<file path="config.mk">
export PLATFORM = sky130hd
export DESIGN_NAME = vc12_poh_inserter
export DESIGN_NICKNAME = d
export VERILOG_FILES = /design/src/rtl/vc12_poh_pkg.sv /design/src/rtl/vc12_slot_timer.sv /design/src/rtl/vc12_bip2_acc.sv /design/src/rtl/vc12_poh_inserter.sv
export SDC_FILE = /design/constraint.sdc
export NUM_CORES = 1
export LEC_CHECK = 0
export BUFFER_PORTS_ARGS = -buffer_cell sky130_fd_sc_hd__buf_2
export CAP_MARGIN = 20
export CORE_MARGIN = 10
export CORE_UTILIZATION = 25
export DETAILED_ROUTE_END_ITERATION = 8
export HOLD_SLACK_MARGIN = 0.05
export MAX_ROUTING_LAYER = met4
export SYNTH_ARGS = -nofsm -noshare
export SYNTH_HDL_FRONTEND = slang
export SYNTH_SLANG_ARGS = --single-unit
</file>
<file path="constraint.sdc">
create_clock -name clk -period 2.72 [get_ports clk]
set_input_delay 0.544 -clock clk [delete_from_list [all_inputs] [get_ports clk]]
set_output_delay 0.544 -clock clk [all_outputs]
set_load 0.05 [all_outputs]
</file>
<file path="src/rtl/vc12_poh_pkg.sv">
package vc12_poh_pkg;

    localparam int ROWS     = 4;
    localparam int ROW_W    = 2;
    localparam int LABEL_W  = 3;

    typedef enum logic [ROW_W-1:0] {
        ROW_V5 = 2'd0,
        ROW_J2 = 2'd1,
        ROW_N2 = 2'd2,
        ROW_K4 = 2'd3
    } poh_row_e;

    typedef struct packed {
        logic [1:0]         bip;
        logic               rei;
        logic               rfi;
        logic [LABEL_W-1:0] label;
        logic               rdi;
    } v5_t;

    // bit 1 of the result covers byte bits 7,5,3,1; bit 0 covers 6,4,2,0
    function automatic logic [1:0] bip_fold(input logic [7:0] b);
        bip_fold[1] = b[7] ^ b[5] ^ b[3] ^ b[1];
        bip_fold[0] = b[6] ^ b[4] ^ b[2] ^ b[0];
    endfunction

endpackage

</file>
<file path="src/rtl/vc12_slot_timer.sv">
module vc12_slot_timer
    import vc12_poh_pkg::*;
#(
    parameter int ROW_LEN = 35,
    localparam int COL_W  = $clog2(ROW_LEN)
) (
    input  logic             clk,
    input  logic             rst,
    input  logic             slot_en,
    input  logic             mf_sync,
    output logic [COL_W-1:0] cur_col,
    output poh_row_e         cur_row,
    output logic             poh_slot,
    output logic             last_slot
);

    logic [COL_W-1:0] col_q;
    poh_row_e         row_q;
    logic             row_end;

    always_comb begin
        cur_col   = mf_sync ? '0 : col_q;
        cur_row   = mf_sync ? ROW_V5 : row_q;
        row_end   = (cur_col == COL_W'(ROW_LEN - 1));
        poh_slot  = (cur_col == '0);
        last_slot = row_end && (cur_row == ROW_K4);
    end

    always_ff @(posedge clk) begin
        if (rst) begin
            col_q <= '0;
            row_q <= ROW_V5;
        end else if (slot_en) begin
            if (row_end) begin
                col_q <= '0;
                row_q <= poh_row_e'(cur_row + 2'd1);
            end else begin
                col_q <= cur_col + COL_W'(1);
                row_q <= cur_row;
            end
        end
    end

endmodule

</file>
<file path="src/rtl/vc12_bip2_acc.sv">
module vc12_bip2_acc
    import vc12_poh_pkg::*;
(
    input  logic       clk,
    input  logic       rst,
    input  logic       upd,
    input  logic       restart,
    input  logic [7:0] byte_in,
    output logic [1:0] acc_q
);

    logic [1:0] contrib;

    always_comb contrib = bip_fold(byte_in);

    always_ff @(posedge clk) begin
        if (rst)
            acc_q <= '0;
        else if (upd)
            acc_q <= restart ? contrib : (acc_q ^ contrib);
    end

endmodule

</file>
<file path="src/rtl/vc12_poh_inserter.sv">
module vc12_poh_inserter
    import vc12_poh_pkg::*;
#(
    parameter int ROW_LEN = 35
) (
    input  logic               clk,
    input  logic               rst,
    input  logic               slot_en,
    input  logic               mf_sync,
    input  logic [7:0]         c12_byte,
    input  logic               cfg_par_inv,
    input  logic [LABEL_W-1:0] cfg_label,
    input  logic               cfg_rfi,
    input  logic               cfg_rdi,
    input  logic [7:0]         cfg_j2,
    input  logic [7:0]         cfg_n2,
    input  logic [7:0]         cfg_k4,
    input  logic               rx_bip_err,
    output logic [7:0]         vc_byte,
    output logic               vc_valid,
    output logic               vc_poh
);

    localparam int COL_W = $clog2(ROW_LEN);

    logic [COL_W-1:0] cur_col;
    poh_row_e         cur_row;
    logic             poh_slot;
    logic             last_slot;
    logic             v5_slot;
    logic [1:0]       bip_acc;
    logic             rei_q;
    v5_t              v5_now;
    logic [7:0]       sel_byte;

    vc12_slot_timer #(.ROW_LEN(ROW_LEN)) u_timer (
        .clk       (clk),
        .rst       (rst),
        .slot_en   (slot_en),
        .mf_sync   (mf_sync),
        .cur_col   (cur_col),
        .cur_row   (cur_row),
        .poh_slot  (poh_slot),
        .last_slot (last_slot)
    );

    vc12_bip2_acc u_bip (
        .clk     (clk),
        .rst     (rst),
        .upd     (slot_en),
        .restart (v5_slot),
        .byte_in (sel_byte),
        .acc_q   (bip_acc)
    );

    always_comb begin
        v5_slot      = poh_slot && (cur_row == ROW_V5);
        v5_now.bip   = bip_acc ^ {2{cfg_par_inv}};
        v5_now.rei   = rei_q;
        v5_now.rfi   = cfg_rfi;
        v5_now.label = cfg_label;
        v5_now.rdi   = cfg_rdi;
        sel_byte     = c12_byte;
        if (poh_slot) begin
            unique case (cur_row)
                ROW_V5:  sel_byte = v5_now;
                ROW_J2:  sel_byte = cfg_j2;
                ROW_N2:  sel_byte = cfg_n2;
                default: sel_byte = cfg_k4;
            endcase
        end
    end

    // remote error flag frozen at the last slot, used by the next V5
    always_ff @(posedge clk) begin
        if (rst)
            rei_q <= 1'b0;
        else if (slot_en && last_slot)
            rei_q <= rx_bip_err;
    end

    always_ff @(posedge clk) begin
        if (rst) begin
            vc_valid <= 1'b0;
            vc_poh   <= 1'b0;
            vc_byte  <= '0;
        end else begin
            vc_valid <= slot_en;
            vc_poh   <= slot_en && poh_slot;
            vc_byte  <= slot_en ? sel_byte : '0;
        end
    end

endmodule

</file>
==> impl_metrics.toml <==
[sta]
count_of_endpoints_failing_hold_in_the_final_timing_report = 0
relative_max_transition_margin_pct = 59.8
unrepaired_setup_endpoints_after_global_routing = "no"
fin_crit_sh_pct = 84.3
final_skew_ps = 6.14
worstMarginPinSlew_ps = 603
timing.final.max_slew_violations = 0
finalWorstPathRequiredPeriod_ps = 2290
fmaxAchievable_mhz = 436
setup_total_negative_slack_ps = 0
setup_viol_count_final = 0

[yosys]
synth.largest_area_cell = "dfxtp_1"
synthTopCellsByCount = "dfxtp_1, nor2_1, a21oi_1"
async_flop_share_pct = 0
syn-cell-area_um2 = 1360
count_of_flip_flops_with_a_built_in_enable_after_synthesis = 0
post_synth_main_area_contributors = "dfxtp_1, mux2i_1, a21oi_1"
synth.most_common_cell = "dfxtp_1"
ys.warnings.count = 0
syn_avg_cell_area_um2 = 8.21
post-synth-top-area-fraction_pct = 31.0
post_synth_num_cell_types = 48
synth_seq_area_share_pct = 31.0
mappedNetlistNets = 211
synth_cells = 165
synth_ff_type = "dfxtp_1"
synth.ff_latch_count = 21

[setup_path]
regToRegSetupSlack_ps = 500
crit_path_start_kind = "input port"
timing.reg2reg.worst_path_depth = 7
r2r-end = "u_bip.acc_q[1]"
critical_path.endpoint_type = "flip-flop"
timing.rr.start = "u_timer.row_q[1]"
maximum_fanout_along_the_worst_path = 16
crit_path_kind = "input port to flip-flop"
crit_required_ps = 2910
cp_data_arrival_time_ps = 2480

[job]
drv_cap = 0

[finish]
area_growth_pct = 27.5
final_cell_count_no_fill = 286
drive_above_1_share_pct = 31.0
design.final.nets = 263
antenna-diode-count = 0

[grt]
number_of_global_route_vias_before_repair = 1408
overflow = 0
track_usage_pct = 9.40
antenna_found_initial = 0
grt_pass1_wl_um = 6570
grt_max_degree = 17

[cts]
insertion_delay_ps = 260
clkTransAtPathRegs_ps = 80
cts_made_buffers = 3
ctsLongestPathBuffers = 2
postCtsSetupBuffers = 0
cts_root_buf = "clkbuf_8"
hold_buffers = 0
cts_tree = "yes"
htree_levels = 1
cts_resized = 0
clock_sinks = 21

[floorplanning]
die_outline_height_um = 93.6
fp-row-count = 26
initial_standard_cell_utilization_of_the_core_pct = 26.2
fp.dieArea_um2 = 8760
fp.dieW_um = 93.6
design.core.area_um2 = 5170
total_i_o_pin_count = 53

[hold_path]
holdPathStages = 2
timing.hold.worst.class = "flip-flop to flip-flop"
hold_path.startpoint = "u_timer.col_q[1]"
timing.hold.worst_endpoint = "u_timer.col_q[1]"

[placed_design]
buffer_ports.inserted = 52
place_congestion = 0.835
placed_cells = 282
hpwlAfterDp_um = 3210

[power_and_ir_drop]
max-vdd-ir-drop_mv = 0.192
p_per_area_nw_per_um2 = 422
leakage_nw = 0.755

[drt]
post_dr_vias_cell = 4.76
detail_route.wirelength_um = 4030
routed_via_count = 1362
1st_pass_router_iterations = 4
drc = 0
drt-initial-drc-count = 116
route.antenna.remaining_nets = 0
routedWlPerCell_um = 14.1

[run_status]
outcome = "finished clean"
## worst max-delay path: stages
cell and delay [ps]:
buf_2 190, nand2b_1 230, ha_1 230, o21ai_2 240, mux2i_1 350, xor2_1 220
xnor2_1 170, xnor2_1 110, a211oi_2 200
## routing by layer
metal / routed length, um / up-vias / global-route usage, %
li1: - / 696 / -
met1: 1880 / 629 / 11.6
met2: 1850 / 35 / 14.3
met3: 280 / 2 / 3.52
met4: 19 / 0 / 2.15
met5: 0 / - / -
## metrics by stage
stage	power [mW]	cell area (um2)	utilization [%]	worst slack [ps]	hold slack [ps]
final	0.729	1730	33.4	426	469
after global routing	0.776	1730	33.4	221	507
after CTS	0.735	1730	33.4	414	473
after detailed placement	0.530	1680	32.5	129	460
after global placement	0.529	1680	32.5	228	456
after floorplan	0.469	1360	-	283	442
## how the worst max path moves through the flow
stage	startpoint	to	slack (ps)	depth (start not counted)
6_report	mf_sync	u_bip.acc_q[0]	430	9
5_1_grt	u_timer.row_q[1]	u_bip.acc_q[0]	220	7
4_1_cts	mf_sync	u_bip.acc_q[0]	410	9
3_5_place_dp	mf_sync	u_bip.acc_q[0]	130	9
3_3_place_gp	mf_sync	u_bip.acc_q[0]	230	9
2_1_floorplan	mf_sync	u_bip.acc_q[1]	280	11
## registers in the layout (all words and copies together), names as in the netlist
register	count
vc_byte	8
u_timer.col_q	6
u_bip.acc_q	2
u_timer.row_q	2
rei_q	1
vc_poh	1
vc_valid	1
## logic make-up after synthesis
family	count (synthesis)	synth area share, %
adder cells (fa/ha/maj)	3	2.77
multiplexers	11	8.22
XOR/XNOR	7	5.54
AND/OR/NAND/NOR	62	24.4
flip-flops	21	31.0
buffers and inverters	17	6.00
AO/OA/AOI/OAI	44	22.1
## layout make-up
class / count / area [um2]
Clock buffer: 3 / 41.3
Fill cell: 558 / 3440
Clock inverter: 1 / 5.00
Timing Repair Buffer: 56 / 290
Inverter: 8 / 30.0
Multi-Input combinational cell: 127 / 853
Sequential cell: 21 / 420
Tap cell: 70 / 87.6
## power by group
group	total (mW)	internal [mW]	leakage, nW	switching (mW)
Clock	0.207	0.102	0.0255	0.105
Combinational	0.190	0.0849	0.558	0.105
Sequential	0.332	0.323	0.172	0.00935
## cell usage in the layout, fill, tap and decap left out, types with 2 or more instances in the layout
cell type | netlist | layout
a311oi_1 | 2 | 2
dfxtp_1 | 21 | 21
and4b_1 | 2 | 2
a221oi_1 | 2 | 2
o211ai_1 | 2 | 2
ha_1 | 3 | 3
nor3_1 | 2 | 2
o31ai_1 | 2 | 2
and2_1 | 3 | 3
nor2_1 | 18 | 18
o21ai_0 | 8 | 8
nor4b_1 | 3 | 3
nor2b_1 | 3 | 3
a21oi_1 | 15 | 15
nand2_1 | 14 | 14
nand3_1 | 4 | 4
inv_1 | 8 | 8
buf_4 | 2 | 4
xor2_1 | 2 | 2
buf_2 | 2 | 52
xnor2_1 | 4 | 4
nand2b_1 | 5 | 5
mux2i_1 | 10 | 10
clkbuf_8 | 0 | 3
Power figures use the tool's default switching activity.
